**src/rtl/scan_join_pkg.sv**
```systemverilog
`timescale 1ns/1ps
package scan_join_pkg;
  typedef enum logic {
    ORDER_BSR_FIRST  = 1'b0,
    ORDER_CORE_FIRST = 1'b1
  } chain_order_e;
endpackage

```
**src/rtl/join_instr_decode.sv**
```systemverilog
`timescale 1ns/1ps
module join_instr_decode #(
  parameter int unsigned IR_W = 4,
  parameter logic [IR_W-1:0] OPCODE = 4'hA
) (
  input  logic [IR_W-1:0] ir,
  input  logic            st_shift_dr,
  input  logic            st_capture_dr,
  output logic            sel,
  output logic            shift_go,
  output logic            capture_go
);
  always_comb begin
    sel        = (ir == OPCODE);
    shift_go   = sel & st_shift_dr;
    capture_go = sel & st_capture_dr;
  end
endmodule

```
**src/rtl/join_serial_router.sv**
```systemverilog
`timescale 1ns/1ps
module join_serial_router #(
  parameter scan_join_pkg::chain_order_e ORDER = scan_join_pkg::ORDER_BSR_FIRST
) (
  input  logic tck,
  input  logic trst_n,
  input  logic sel,
  input  logic tdi,
  input  logic bsr_so,
  input  logic core_so,
  output logic bsr_si,
  output logic core_si,
  output logic tail_so
);
  generate
    if (ORDER == scan_join_pkg::ORDER_BSR_FIRST) begin : g_bsr_first
      always_comb begin
        bsr_si  = tdi;
        core_si = sel ? bsr_so : tdi;
        tail_so = core_so;
      end
      AST_BSR_FEEDS_CORE: assert property (@(posedge tck) disable iff (!trst_n)
        sel |-> (core_si == bsr_so));
    end else begin : g_core_first
      always_comb begin
        core_si = tdi;
        bsr_si  = sel ? core_so : tdi;
        tail_so = bsr_so;
      end
      AST_CORE_FEEDS_BSR: assert property (@(posedge tck) disable iff (!trst_n)
        sel |-> (bsr_si == core_so));
    end
  endgenerate
endmodule

```
**src/rtl/join_enable_gen.sv**
```systemverilog
`timescale 1ns/1ps
module join_enable_gen (
  input  logic shift_go,
  input  logic capture_go,
  output logic bsr_shift_en,
  output logic bsr_capture_en,
  output logic core_scan_en,
  output logic core_clk_en
);
  always_comb begin
    bsr_shift_en   = shift_go;
    bsr_capture_en = capture_go & ~shift_go;
    core_scan_en   = shift_go;
    core_clk_en    = shift_go | capture_go;
  end
endmodule

```
**src/rtl/join_tdo_retimer.sv**
```systemverilog
`timescale 1ns/1ps
module join_tdo_retimer (
  input  logic tck,
  input  logic trst_n,
  input  logic shift_go,
  input  logic tail_so,
  output logic tdo,
  output logic tdo_oe
);
  always_ff @(negedge tck or negedge trst_n) begin
    if (!trst_n) begin
      tdo    <= 1'b0;
      tdo_oe <= 1'b0;
    end else begin
      tdo_oe <= shift_go;
      if (shift_go) tdo <= tail_so;
    end
  end

  AST_TDO_HOLDS: assert property (@(negedge tck) disable iff (!trst_n)
    !shift_go |=> $stable(tdo));
endmodule

```
**src/rtl/scan_path_joiner.sv**
```systemverilog
`timescale 1ns/1ps
module scan_path_joiner #(
  parameter int unsigned IR_W = 4,
  parameter logic [IR_W-1:0] OPCODE = 4'hA,
  parameter scan_join_pkg::chain_order_e ORDER = scan_join_pkg::ORDER_BSR_FIRST
) (
  input  logic            tck,
  input  logic            trst_n,
  input  logic [IR_W-1:0] ir,
  input  logic            st_shift_dr,
  input  logic            st_capture_dr,
  input  logic            tdi,
  input  logic            bsr_so,
  input  logic            core_so,
  output logic            bsr_si,
  output logic            core_si,
  output logic            bsr_shift_en,
  output logic            bsr_capture_en,
  output logic            core_scan_en,
  output logic            core_clk_en,
  output logic            tdo,
  output logic            tdo_oe
);
  logic sel, shift_go, capture_go, tail_so;

  join_instr_decode #(.IR_W(IR_W), .OPCODE(OPCODE)) u_dec (
    .ir(ir), .st_shift_dr(st_shift_dr), .st_capture_dr(st_capture_dr),
    .sel(sel), .shift_go(shift_go), .capture_go(capture_go));

  join_serial_router #(.ORDER(ORDER)) u_route (
    .tck(tck), .trst_n(trst_n), .sel(sel), .tdi(tdi),
    .bsr_so(bsr_so), .core_so(core_so),
    .bsr_si(bsr_si), .core_si(core_si), .tail_so(tail_so));

  join_enable_gen u_en (
    .shift_go(shift_go), .capture_go(capture_go),
    .bsr_shift_en(bsr_shift_en), .bsr_capture_en(bsr_capture_en),
    .core_scan_en(core_scan_en), .core_clk_en(core_clk_en));

  join_tdo_retimer u_tdo (
    .tck(tck), .trst_n(trst_n), .shift_go(shift_go), .tail_so(tail_so),
    .tdo(tdo), .tdo_oe(tdo_oe));

  AST_UNSELECTED_PASSTHRU: assert property (@(posedge tck) disable iff (!trst_n)
    (ir != OPCODE) |-> (bsr_si == tdi && core_si == tdi && !core_clk_en && !bsr_shift_en));
  AST_SCAN_CLOCKED: assert property (@(posedge tck) disable iff (!trst_n)
    core_scan_en |-> (core_clk_en && bsr_shift_en && !bsr_capture_en));
  AST_CAPTURE_FUNCTIONAL: assert property (@(posedge tck) disable iff (!trst_n)
    (core_clk_en && !core_scan_en) |-> bsr_capture_en);
  AST_ONE_DR_STATE: assert property (@(posedge tck) disable iff (!trst_n)
    $onehot0({st_shift_dr, st_capture_dr}));
endmodule

```
**config.mk**
```make
export PLATFORM = sky130hd
export DESIGN_NAME = scan_path_joiner
export DESIGN_NICKNAME = d
export VERILOG_FILES = /design/src/rtl/scan_join_pkg.sv /design/src/rtl/join_instr_decode.sv /design/src/rtl/join_serial_router.sv /design/src/rtl/join_enable_gen.sv /design/src/rtl/join_tdo_retimer.sv /design/src/rtl/scan_path_joiner.sv
export SDC_FILE = /design/constraint.sdc
export NUM_CORES = 1
export LEC_CHECK = 0
export ABC_AREA = 1
export CAP_MARGIN = 20
export CORE_AREA = 2 2 39 41
export DETAILED_ROUTE_END_ITERATION = 16
export DIE_AREA = 0 0 41 43
export PLACE_DENSITY = 0.39
export SLEW_MARGIN = 15
export SYNTH_ARGS = -nofsm -noshare
export SYNTH_HDL_FRONTEND = slang
export SYNTH_SLANG_ARGS = --single-unit
```
**constraint.sdc**
```tcl
create_clock -name tck -period 0.8 [get_ports tck]
set_input_delay 0.08 -clock tck [delete_from_list [all_inputs] [get_ports tck]]
set_output_delay 0.08 -clock tck [all_outputs]
set_load 0.05 [all_outputs]
```
-- Yosys cells after proc, flatten, opt, wreduce, memory -nomap -nowiden
Cells that the tools add are included.
- register bits after elaboration: 2
- logic and storage cells: 9
- output and inout port bits: 8
- input port bits: 11
- bitwise gates (word level): 5
- multiplexer cells: 1
- equal/unequal tests: 1
- operators by type and width (operator ; count):
    4-bit == test, second input constant ; 1
    1-bit AND ; 3
    1-bit two-way mux ; 1
    1-bit inverter ; 1
    1-bit OR ; 1

-- Depth between registers and ports, before layout
- depth in word-level cells: 4
- gate-level depth with buffers: 5
- depth with buffers taken out: 5

-- Cells and area by module
A second synthesis with hierarchy kept.
- cell total of the unflattened synthesis: 27
- area, all modules: 158.9 um2
- by module, submodules not included (module ; area each (um2) ; seq. area each (um2) ; instances ; cells each):
    join_tdo_retimer ; 65.1 ; 50.0 ; 1 ; 6
    join_instr_decode ; 33.8 ; 0.0 ; 1 ; 9
    join_enable_gen ; 30.0 ; 0.0 ; 1 ; 6
    join_serial_router ; 30.0 ; 0.0 ; 1 ; 6

==> parameters.txt <==
Parameter                              Value

Status
  Outcome    finished with violations
  Violations in the final reports    negative setup slack

STA
  Count of final max-slew check failures    0
  RSZ-0062 raised after global routing    yes
  Clock skew after layout    0 ns
  Final hold violation count    0
  Transition time of the tightest slew-check pin    0.1939 ns
  Worst slew margin relative to its limit    87.03%
  Setup WS post-layout    -0.5235 ns
  Endpoints failing setup    8

Critical path
  Critical path endpoint category    output port
  Worst Path Class, Setup    flop to output port
  Arrival time worst endpoint    approximately 1.2 ns
  Critical path's top delay family    flip-flops
  Worst Path Buf+Inv    1
  Largest stage delay, worst path    0.45 ns
  Startpoint kind of the worst setup timing path    flop
  Maximum fanout encountered on the critical timing path    2
  Worst endpoint required time    0.72 ns
  Critical path cell sequence    buf_12
  Crit-path slowest cell    dfrtn_1

Yosys
  Post-synthesis share of cell area spent on full adders, half adders and majority gates    0%
  Count of unique library cells instantiated by Yosys    12
  Post-synthesis mux area share    0%
  Simple logic cell fraction of the synthesized area    45.38%
  Dominant combinational cell family by area after synthesis    simple AND/OR/NAND/NOR gates
  Compound-gate portion of the synthesized area    3.361%
  Synthesized netlist net count    30
  Cell count after synthesis    19
  Warnings from Yosys    0
  Mean Syn Cell Area    between 7 and 8 um2
  Sequential share of the synthesized area    33.61%
  Parity-gate share of the synthesized area counting xor and xnor cells    0%
  #FFs+latches synth    2
  Cell area after synthesis    148.9 um2

Place
  Final RePlAce weighted congestion    0.6381
  Detail Placement HPWL    approximately 470 um
  Cell count after placement    56
  Setup Slack @ Placement    -0.6296 ns
  Port Buffers    18

Floorplanning
  Die outline area    1763 um2
  Die extent in x    between 40 and 50 um
  Die span in y    43 um
  # rows    14
  Initial core utilization    10.76%
  Floorplan Core Area    approximately 1400 um2
  I/O pin cnt    19

Finish
  Nets@finish    58
  Layout filler cell count    between 100 and 150
  Layout cell share with drive strength beyond 1    between 70 and 80%
  Non-Filler Instances    61
  Number of antenna diodes    0
  Area growth from synthesis to final layout    263.0%

Route
  Total iterations of the first detailed-routing run    1
  Number of design rule violations left after detail routing    0
  Post-route ant nets    0
  Wire per inst    9.230 um
  Via count    227
  Vias per cell    between 3 and 4
  Routed Wire Length    around 560 um
  Iter 0 DRT Violations    0

GRT
  Initial antenna violation count    0
  Wire length of the first global-routing pass    862 um
  Via count of the first global-routing pass    225
  Maximum number of pins on one net before global-route repair    5
  Congestion Overflow GR    0
  GRT Resource Usage Total    just under 8%

CTS
  Number of buffers on the longest clock path    2
  Clock insertion delay at the later pin of the skew report    0.25 ns
  Total number of clock tree sinks    2
  Inserted Clock Buffers    3
  Clock transition at the registers of the reported paths    approximately 0.030 ns
  H-tree depth reported by CTS    1
  Root buf cell    clkbuf_4
  Number of buffers inserted by hold repair at cts    0
  TritonCTS clock tree    done

Pwr
  Largest voltage drop on the vdd net    467.5 uV
  Final Total Pwr    660.8 uW
  Power Density    ~1200 nW/um2
  Leakage power figure    approximately 0.25 nW

Worst hold path
  Class of the worst hold path    input pin to asynchronous set/reset pin

Flow run
  Count of max-cap constraint violations    0
-- registers in the layout, indices dropped and copies added (netlist names) --
signal,count
u_tdo.tdo,1
u_tdo.tdo_oe,1
-- layout make-up --
type | count | area, um2 | share of cell area (%)
clock buffers | 3 | 22.52 | 4.167
repair buffers | 25 | 310.3 | 57.41
flip-flops and latches | 2 | 50.05 | 9.259
multi-input cells | 12 | 123.9 | 22.92
inverters | 3 | 13.76 | 2.546
well taps | 16 | 20.02 | 3.704
-- worst paths after layout --
check | startpoint | endpoint | cells past startpoint | slack (ns)
worst max-delay path | u_tdo.tdo$_DFFE_NN0P_ | tdo | 1 | -0.52
worst min-delay path | trst_n | u_tdo.tdo$_DFFE_NN0P_ | 1 | 0.28
min in group tck | st_shift_dr | u_tdo.tdo$_DFFE_NN0P_ | 3 | 0.45
worst min register to register | u_tdo.tdo$_DFFE_NN0P_ | u_tdo.tdo$_DFFE_NN0P_ | 3 | 0.59
worst max register to register | u_tdo.tdo$_DFFE_NN0P_ | u_tdo.tdo$_DFFE_NN0P_ | 3 | 0.04
max in group asynchronous | trst_n | u_tdo.tdo_oe$_DFF_NN0_ | 1 | 0.36
-- per-stage QoR --
stage | instance area, um2 | utilization (%) | TNS, ns | hold slack (ns)
2_1_floorplan | 158.9 | - | -1.448 | 0.07584
3_5_place_dp | 461.7 | 33.36 | -4.041 | 0.4888
4_1_cts | 524.3 | 37.88 | -1.537 | 0.2967
3_3_place_gp | 461.7 | 33.36 | -3.919 | 0.4841
6_report | 540.5 | 39.06 | -1.444 | 0.2842
5_1_grt | 540.5 | 39.06 | -1.683 | 0.2982
-- what timing repair did --
action,CTS,global route
setup buffers,1,1
endpoints found under the setup margin,10,9
pin swaps,7,3
hold endpoints to repair,0,0
gates resized for setup,34,4
-- where the power goes --
group          switching (mW)  internal (mW)  total, mW
Clock                  0.0652          0.166      0.231
Sequential             0.0119          0.114      0.126
Combinational           0.147          0.156      0.303
-- logic make-up after synthesis --
kind of cell,after synthesis
DFF,2
and+or+nand+nor,11
AOI/OAI and AO/OA,1
buffers and inverters,5
-- Yosys cell counts --
library cell,count,area share [%]
nand2_1,5,13
buf_4,2,10
dfrtn_1,2,34
inv_1,2,5.0
inv_2,1,2.5
nand2_2,1,4.2
nand3_1,1,3.4
nand3_2,1,6.7
nand4_1,1,4.2
nor2_4,1,7.6
nor3_2,1,6.7
o21ai_1,1,3.4
-- cells in the final DEF, fill, tap and decap left out --
cell             count
buf_12               8
buf_2                2
buf_4                3
buf_6                6
clkbuf_2             1
clkbuf_4             3
clkdlybuf4s50_1      1
dfrtn_1              2
dlygate4sd2_1        4
inv_2                2
inv_4                1
nand2_1              2
nand2_2              3
nand2_8              1
nand3_2              1
nand3_4              1
nand4_1              1
nor2_4               1
nor3_4               1
o21ai_4              1
-- routing by layer --
| metal | vias up | track usage, % | part of all wire (%) |
|---|---|---|---|
| met5 | - | 0 | 0 |
| met4 | 0 | 8.000 | 2.7 |
| met3 | 2 | 2.618 | 11 |
| met2 | 16 | 11.88 | 52 |
| met1 | 98 | 7.348 | 34 |
| li1 | 111 | - | - |
Note: power is estimated with default switching activity, not from simulation.
